`config.mk`:
```
export PLATFORM = sky130hd
export DESIGN_NAME = dma_regguard
export DESIGN_NICKNAME = d
export VERILOG_FILES = /design/src/rtl/dma_rg_pkg.sv /design/src/rtl/dma_rg_gate.sv /design/src/rtl/dma_rg_wen.sv /design/src/rtl/dma_rg_xfer.sv /design/src/rtl/dma_regguard.sv
export SDC_FILE = /design/constraint.sdc
export NUM_CORES = 1
export LEC_CHECK = 0
export BUFFER_PORTS_ARGS = -buffer_cell sky130_fd_sc_hd__buf_4
export CAP_MARGIN = 40
export CORE_AREA = 2 2 164 166
export CTS_CLUSTER_DIAMETER = 150
export DETAILED_ROUTE_END_ITERATION = 8
export DIE_AREA = 0 0 166 168
export MAX_ROUTING_LAYER = met4
export PLACE_DENSITY_LB_ADDON = 0.2
export SYNTH_ARGS = -nofsm -noshare
export SYNTH_HDL_FRONTEND = slang
export SYNTH_SLANG_ARGS = --single-unit
export TNS_END_PERCENT = 100
```
`constraint.sdc`:
```
create_clock -name clk -period 2.45 [get_ports clk]
set_clock_uncertainty 0.2 [all_clocks]
set_input_delay 0.1225 -clock clk [delete_from_list [all_inputs] [get_ports clk]]
set_output_delay 0.1225 -clock clk [all_outputs]
set_load 0.02 [all_outputs]
```
`src/rtl/dma_rg_pkg.sv`:
```
package dma_rg_pkg;
  localparam int NSUB   = 4;
  localparam int BAND_W = 16;
  localparam int WEN_W  = 8;
  localparam int A_BAND  = 0;
  localparam int A_WEN   = 1;
  localparam int A_CTRL0 = 2;
  localparam int A_XFER0 = 8;
  localparam int XREGS   = 3;

  // sub-channel permission for engine band writes
  function automatic logic [NSUB-1:0] sub_perm(input logic [NSUB-1:0] en,
                                               input logic [1:0] fa);
    logic [NSUB-1:0] p;
    for (int k = 0; k < NSUB; k++) begin
      logic both;
      both = en[(k/2)*2] & en[(k/2)*2+1];
      p[k] = en[k] & (~fa[k/2] | both);
    end
    return p;
  endfunction

  // engine-writable band bits: columns 11:0, mode bits never
  function automatic logic [BAND_W-1:0] band_eng_mask(input logic [NSUB-1:0] p);
    logic [BAND_W-1:0] m;
    m = '0;
    for (int b = 0; b < 12; b++) m[b] = p[b % NSUB];
    return m;
  endfunction

  function automatic logic [BAND_W-1:0] merge16(input logic [BAND_W-1:0] old_v,
                                                input logic [BAND_W-1:0] new_v,
                                                input logic [BAND_W-1:0] m);
    return (old_v & ~m) | (new_v & m);
  endfunction
endpackage

```
`src/rtl/dma_rg_gate.sv`:
```
module dma_rg_gate
  import dma_rg_pkg::*;
(
  input  logic [NSUB-1:0]   en,
  input  logic [1:0]        fa,
  input  logic              is_eng,
  output logic [NSUB-1:0]   band_perm,
  output logic [BAND_W-1:0] band_mask,
  output logic [NSUB-1:0]   ctrl_ok
);
  always_comb begin
    band_perm = sub_perm(en, fa);
    band_mask = is_eng ? band_eng_mask(band_perm) : '1;
    ctrl_ok   = is_eng ? en : '1;
  end
endmodule

```
`src/rtl/dma_rg_wen.sv`:
```
module dma_rg_wen
  import dma_rg_pkg::*;
(
  input  logic             clk,
  input  logic             rst_n,
  input  logic             cpu_wr,
  input  logic [WEN_W-1:0] wdata,
  output logic [WEN_W-1:0] q
);
  logic [NSUB-1:0] en_r;
  always_ff @(posedge clk) begin
    if (!rst_n)      en_r <= '0;
    else if (cpu_wr) en_r <= wdata[NSUB-1:0];
  end
  assign q = {{(WEN_W-NSUB){1'b0}}, en_r};
endmodule

```
`src/rtl/dma_rg_xfer.sv`:
```
module dma_rg_xfer
  import dma_rg_pkg::*;
#(
  parameter int DW = 16,
  parameter int AW = 5
) (
  input  logic          clk,
  input  logic          rst_n,
  input  logic          wr_en,
  input  logic [AW-1:0] wr_addr,
  input  logic [DW-1:0] wr_data,
  output logic [DW-1:0] q [NSUB*XREGS]
);
  for (genvar i = 0; i < NSUB*XREGS; i++) begin : g_reg
    localparam logic [AW-1:0] MY_A = AW'(A_XFER0 + i);
    always_ff @(posedge clk) begin
      if (!rst_n)                          q[i] <= '0;
      else if (wr_en && wr_addr == MY_A)   q[i] <= wr_data;
    end
  end
endmodule

```
`src/rtl/dma_regguard.sv`:
```
module dma_regguard
  import dma_rg_pkg::*;
#(
  parameter int DW = 16,
  parameter int AW = 5,
  parameter int CW = 8
) (
  input  logic          clk,
  input  logic          rst_n,
  input  logic          wr_en,
  input  logic          wr_eng,
  input  logic [AW-1:0] wr_addr,
  input  logic [DW-1:0] wr_data,
  input  logic [AW-1:0] rd_addr,
  output logic [DW-1:0] rd_data
);
  localparam logic [AW-1:0] AB = AW'(A_BAND);
  localparam logic [AW-1:0] AE = AW'(A_WEN);

  logic [BAND_W-1:0] band_q;
  logic [WEN_W-1:0]  wen_q;
  logic [CW-1:0]     ctrl_q [NSUB];
  logic [DW-1:0]     xfer_q [NSUB*XREGS];
  logic [NSUB-1:0]   band_perm;
  logic [BAND_W-1:0] band_mask;
  logic [NSUB-1:0]   ctrl_ok;
  logic              band_hit, wen_cpu_hit;

  assign band_hit    = wr_en && wr_addr == AB;
  assign wen_cpu_hit = wr_en && !wr_eng && wr_addr == AE;

  dma_rg_gate u_gate (
    .en(wen_q[NSUB-1:0]), .fa(band_q[15:14]), .is_eng(wr_eng),
    .band_perm(band_perm), .band_mask(band_mask), .ctrl_ok(ctrl_ok)
  );

  dma_rg_wen u_wen (
    .clk(clk), .rst_n(rst_n), .cpu_wr(wen_cpu_hit),
    .wdata(wr_data[WEN_W-1:0]), .q(wen_q)
  );

  dma_rg_xfer #(.DW(DW), .AW(AW)) u_xfer (
    .clk(clk), .rst_n(rst_n), .wr_en(wr_en), .wr_addr(wr_addr),
    .wr_data(wr_data), .q(xfer_q)
  );

  always_ff @(posedge clk) begin
    if (!rst_n)        band_q <= '0;
    else if (band_hit) band_q <= merge16(band_q, wr_data[BAND_W-1:0], band_mask);
  end

  for (genvar k = 0; k < NSUB; k++) begin : g_ctrl
    localparam logic [AW-1:0] MY_A = AW'(A_CTRL0 + k);
    always_ff @(posedge clk) begin
      if (!rst_n) ctrl_q[k] <= '0;
      else if (wr_en && wr_addr == MY_A && ctrl_ok[k]) ctrl_q[k] <= wr_data[CW-1:0];
    end
  end

  always_comb begin
    rd_data = '0;
    if (rd_addr == AB) rd_data = DW'(band_q);
    if (rd_addr == AE) rd_data = DW'(wen_q);
    for (int k = 0; k < NSUB; k++)
      if (rd_addr == AW'(A_CTRL0 + k)) rd_data = DW'(ctrl_q[k]);
    for (int i = 0; i < NSUB*XREGS; i++)
      if (rd_addr == AW'(A_XFER0 + i)) rd_data = xfer_q[i];
  end
endmodule

```
==> metrics.md <==
| Metric | Value |
|---|---|
| Yosys Warn Count | `0` |
| Post-Synth Simple-Gate Area | `0.185` |
| RSZ-0062 raised after global routing | `true` |
| Max-Cap Viols | `0` |
| Crit share post-route | `1.01` |
| Number of global-route vias before repair | `around 9k` |
| WP buf/inv | `1` |
| Crit. End Element | `output port` |
| Final nets | `~1.4k` |
| Grt ovf | `0` |
| R2r setup slk | `0.27 ns` |
| Share of flip-flops with an asynchronous set or reset | `0` |
| GRT Overall Usage | `0.258` |
| Comb pwr share | `0.087` |
| Power density cells | `657 mW/mm2` |
| First-pass GRT wire length | `roughly 55000 um` |
| Peak VDD IR | `about 570 uV` |
| Total Routed Length | `35800 um` |
| Worst-Margin Slew | `~0.85 ns` |
| Largest family of logic cells by synthesized area | `simple AND/OR/NAND/NOR gates` |
| Layout cells sized above 1 | `0.157` |
| Worst skew pair latency | `around 0.54 ns` |
| Reg power frac | `0.458` |
| Worst path max stage delay | `roughly 0.40 ns` |
| CTS tree | `done` |
| Cells after Synth | `1289` |
| WP data arrival | `approximately 2.2 ns` |
| Worst setup SP type | `register` |
| Crit-path max FO | `1` |
| Port Buffers | `between 40 and 50` |
| Placed Area | `0.0124 mm2` |
| WP depth | `6` |
| Syn Area/Cell | `between 9 and 10 um2` |
| Routed WL per cell | `21.0 um` |
| Worst r2r path cells | `6` |
| Hold Path Origin | `wr_addr[0]` |
| Leak | `5.32 nW` |
| H-tree levels | `1` |
| Cell Rows | `60` |
| Req. time, crit path | `around 2.1 ns` |
| Post-Synth Adder-Cell Area | `0` |
| Largest net degree at the start of global routing | `126` |
| P_int | `around 6.8 mW` |
| CP Class | `register to output port` |
| Unique masters post-synth | `between 60 and 70` |
| Die Wd | `166 um` |
| Clock power frac | `0.455` |
| Starting Density | `0.441` |
| Final WS setup | `-0.0227 ns` |
| Failing checks | `setup timing` |
| Worst hold slack | `roughly 0.024 ns` |
| DP Cell Count | `1630` |
| CP max stage cell | `edfxtp_1` |
| Via count | `9798` |
| Hold worst-path end | `u_xfer.q[146]` |
| Post-DP HPWL | `roughly 24000 um` |
| Grt met1 use | `0.352` |
| Post-synth EDFFs | `32` |
| Synth Area in XOR/XNOR | `0` |
| Avg Vias per Cell | `5.75` |
| Status | `finished with violations` |
| Die ar. | `approximately 0.028 mm2` |
| CTS Buf Count | `27` |
| Postcts setup bufs | `0` |
| Largest delay share family, worst path | `compound AO/OA/AOI/OAI gates` |
| Sw Pwr | `2.15 mW` |
| Sequential share of the synthesized area | `0.447` |
| Met3 Usage GRT | `0.0313` |
| CTS Sinks | `~240` |
| Iter 0 DRT Violations | `914` |
| Setup Viol. Count Final | `1` |
| Residual DRC count | `0` |
| CTS root buffer | `clkbuf_16` |
| Mux cell area share after synthesis | `0.181` |
| Die H | `168 um` |
| N_diodes | `0` |
| Initial DRT Pass Iterations | `5` |
| Compound-Gate Fraction of Synth Area | `0.138` |
| Max-slew violation count | `0` |
| M2 GR Usage | `0.401` |
| Post-DRT Antenna Nets | `0` |
| Final RePlAce weighted congestion | `around 0.92` |
| Hold Vio Cnt, Final | `0` |
| Antenna violations before repair | `0` |
| Area growth syn-to-layout | `17.6%` |
| Ports | `46` |
| Register bit total from synthesis | `roughly 240` |
| Hold Crit Class | `input port to register` |
| Synthesized area | `0.0116 mm2` |
| Reg2reg start | `u_wen.en_r[0]` |
| Final core utilization | `0.519` |
| Clk buf depth | `3` |
| Crit-path cells | `mux2_4 -> a21oi_2 -> o32ai_2 -> a211oi_2 -> o41ai_2 -> buf_4` |
| Mapped Nets | `1319` |
| Hold path cells | `5` |
| Final min period | `approximately 2.5 ns` |
| Main synth FF type | `dfxtp_1` |
| Final cell count without fillers | `roughly 1.7k` |
| Clock Pin Slew Worst Setup and Hold Paths | `0.06 ns` |
| Relative slew slack | `0.436` |
| Achievable Freq | `a little over 0.4 GHz` |
| Final design area excluding fillers | `approximately 0.014 mm2` |
| Placeable Area | `approximately 0.026 mm2` |
| Switching Fraction | `0.239` |
| Top Usage Layer GRT | `met2` |
synthesized netlist by cell type (all sizes together) (3+ instances only):
library cell,n,area (um2)
nand2b,6,37.5
nor3,10,66.3
nor2b,21,131
a211oi,10,75.1
mux2,16,180
nor2,173,674
a22o,6,52.6
nand4,5,37.5
o22a,3,26.3
and2,36,228
mux2i,170,1700
a21oi,112,576
inv,11,41.3
o221ai,9,78.8
a22oi,8,60.1
a21o,3,22.5
o32a,3,30.0
clkbuf,59,221
and3,7,43.8
edfxtp,32,961
o31ai,4,30.0
mux4,10,225
o32ai,3,26.3
buf,49,304
nand2,178,668
dfxtp,212,4240
nand3,20,105
a32o,3,30.0
a31oi,6,37.5
o211ai,13,97.6
o22ai,11,68.8
a32oi,5,43.8
o21ai,43,215
layout by cell type, fill, tap and decap left out, types with 7 or more instances in the layout:
master         count
o22ai_1           10
mux2_2            14
and3_1             7
dfxtp_1          210
o211ai_1          13
nor2b_1           21
clkbuf_16         27
buf_4            104
nor2_1           169
clkbuf_8           8
mux4_2            10
a22oi_1            8
nor3_1             8
nand2_1          176
o221ai_1           8
dlygate4sd3_1     27
and2_1            34
a21oi_1          107
inv_1             10
o21ai_0           41
nand3_1           18
edfxtp_1          32
mux2i_1          169
how the worst max path moves through the flow:
stage	startpoint	end
finish	ctrl_q[0][5]	rd_data[5]
global route	ctrl_q[0][5]	rd_data[5]
CTS	ctrl_q[0][5]	rd_data[5]
detailed placement	rd_addr[2]	rd_data[4]
global placement	rd_addr[2]	rd_data[4]
floorplan	rd_addr[1]	rd_data[5]
metrics by stage:
step | setup slack, ns | TNS, ns | total power, mW
final | -0.0227 | -0.0227 | 8.99
after global routing | -0.128 | -0.152 | 9.27
after CTS | 0.00321 | 0 | 9.03
after detailed placement | 0.153 | 0 | 4.94
after global placement | 0.153 | 0 | 4.93
after floorplan | 0.327 | 0 | 4.65
per-layer routing:
metal,routed length [um],up-vias
li1,-,4628
met1,16300,4777
met2,16400,322
met3,2050,71
met4,1050,0
met5,0,-
layout make-up:
class,instances,area (um2)
fillers,2443,12700
inverters,11,46.3
repair buffers,135,1140
clock inverters,7,90.1
multi-input cells,926,5960
flip-flops and latches,244,5210
well taps,341,427
clock buffers,41,808
cell families after synthesis:
logic type	count (synthesis)
buf+inv	119
compound gates	257
simple gates	473
flops	244
mux	196
sequential cells by signal, summed over array words and instances (netlist names), named ones only:
signal	flops
ctrl_q	32
u_xfer.q	192
u_wen.en_r	4
power groups by stage:
stage                     clock network, mW  logic [mW]  registers, mW
after floorplan                           0       0.451           4.20
after global placement                    0       0.726           4.21
after detailed placement                  0       0.728           4.21
after CTS                              4.14       0.765           4.12
after global routing                   4.32       0.828           4.12
final                                  4.09       0.780           4.12
worst register-to-register path, stage by stage, from the launching register on:
cell,delay (ns)
dfxtp_1,0.39
buf_4,0.17
o21ai_0,0.15
a21oi_4,0.30
mux2i_1,0.24
dlygate4sd3_1,0.59
nor2_1,0.04
repair_timing:
action / 4_1_cts / 5_1_grt
endpoints found under the hold margin: 260 / 0
setup endpoints to repair: 4 / 8
gates cloned: 0 / 0
resized for setup: 10 / 13
pin swaps: 4 / 8
hold buffers: 27 / 0
No activity file was read; power rests on OpenSTA's default activity.
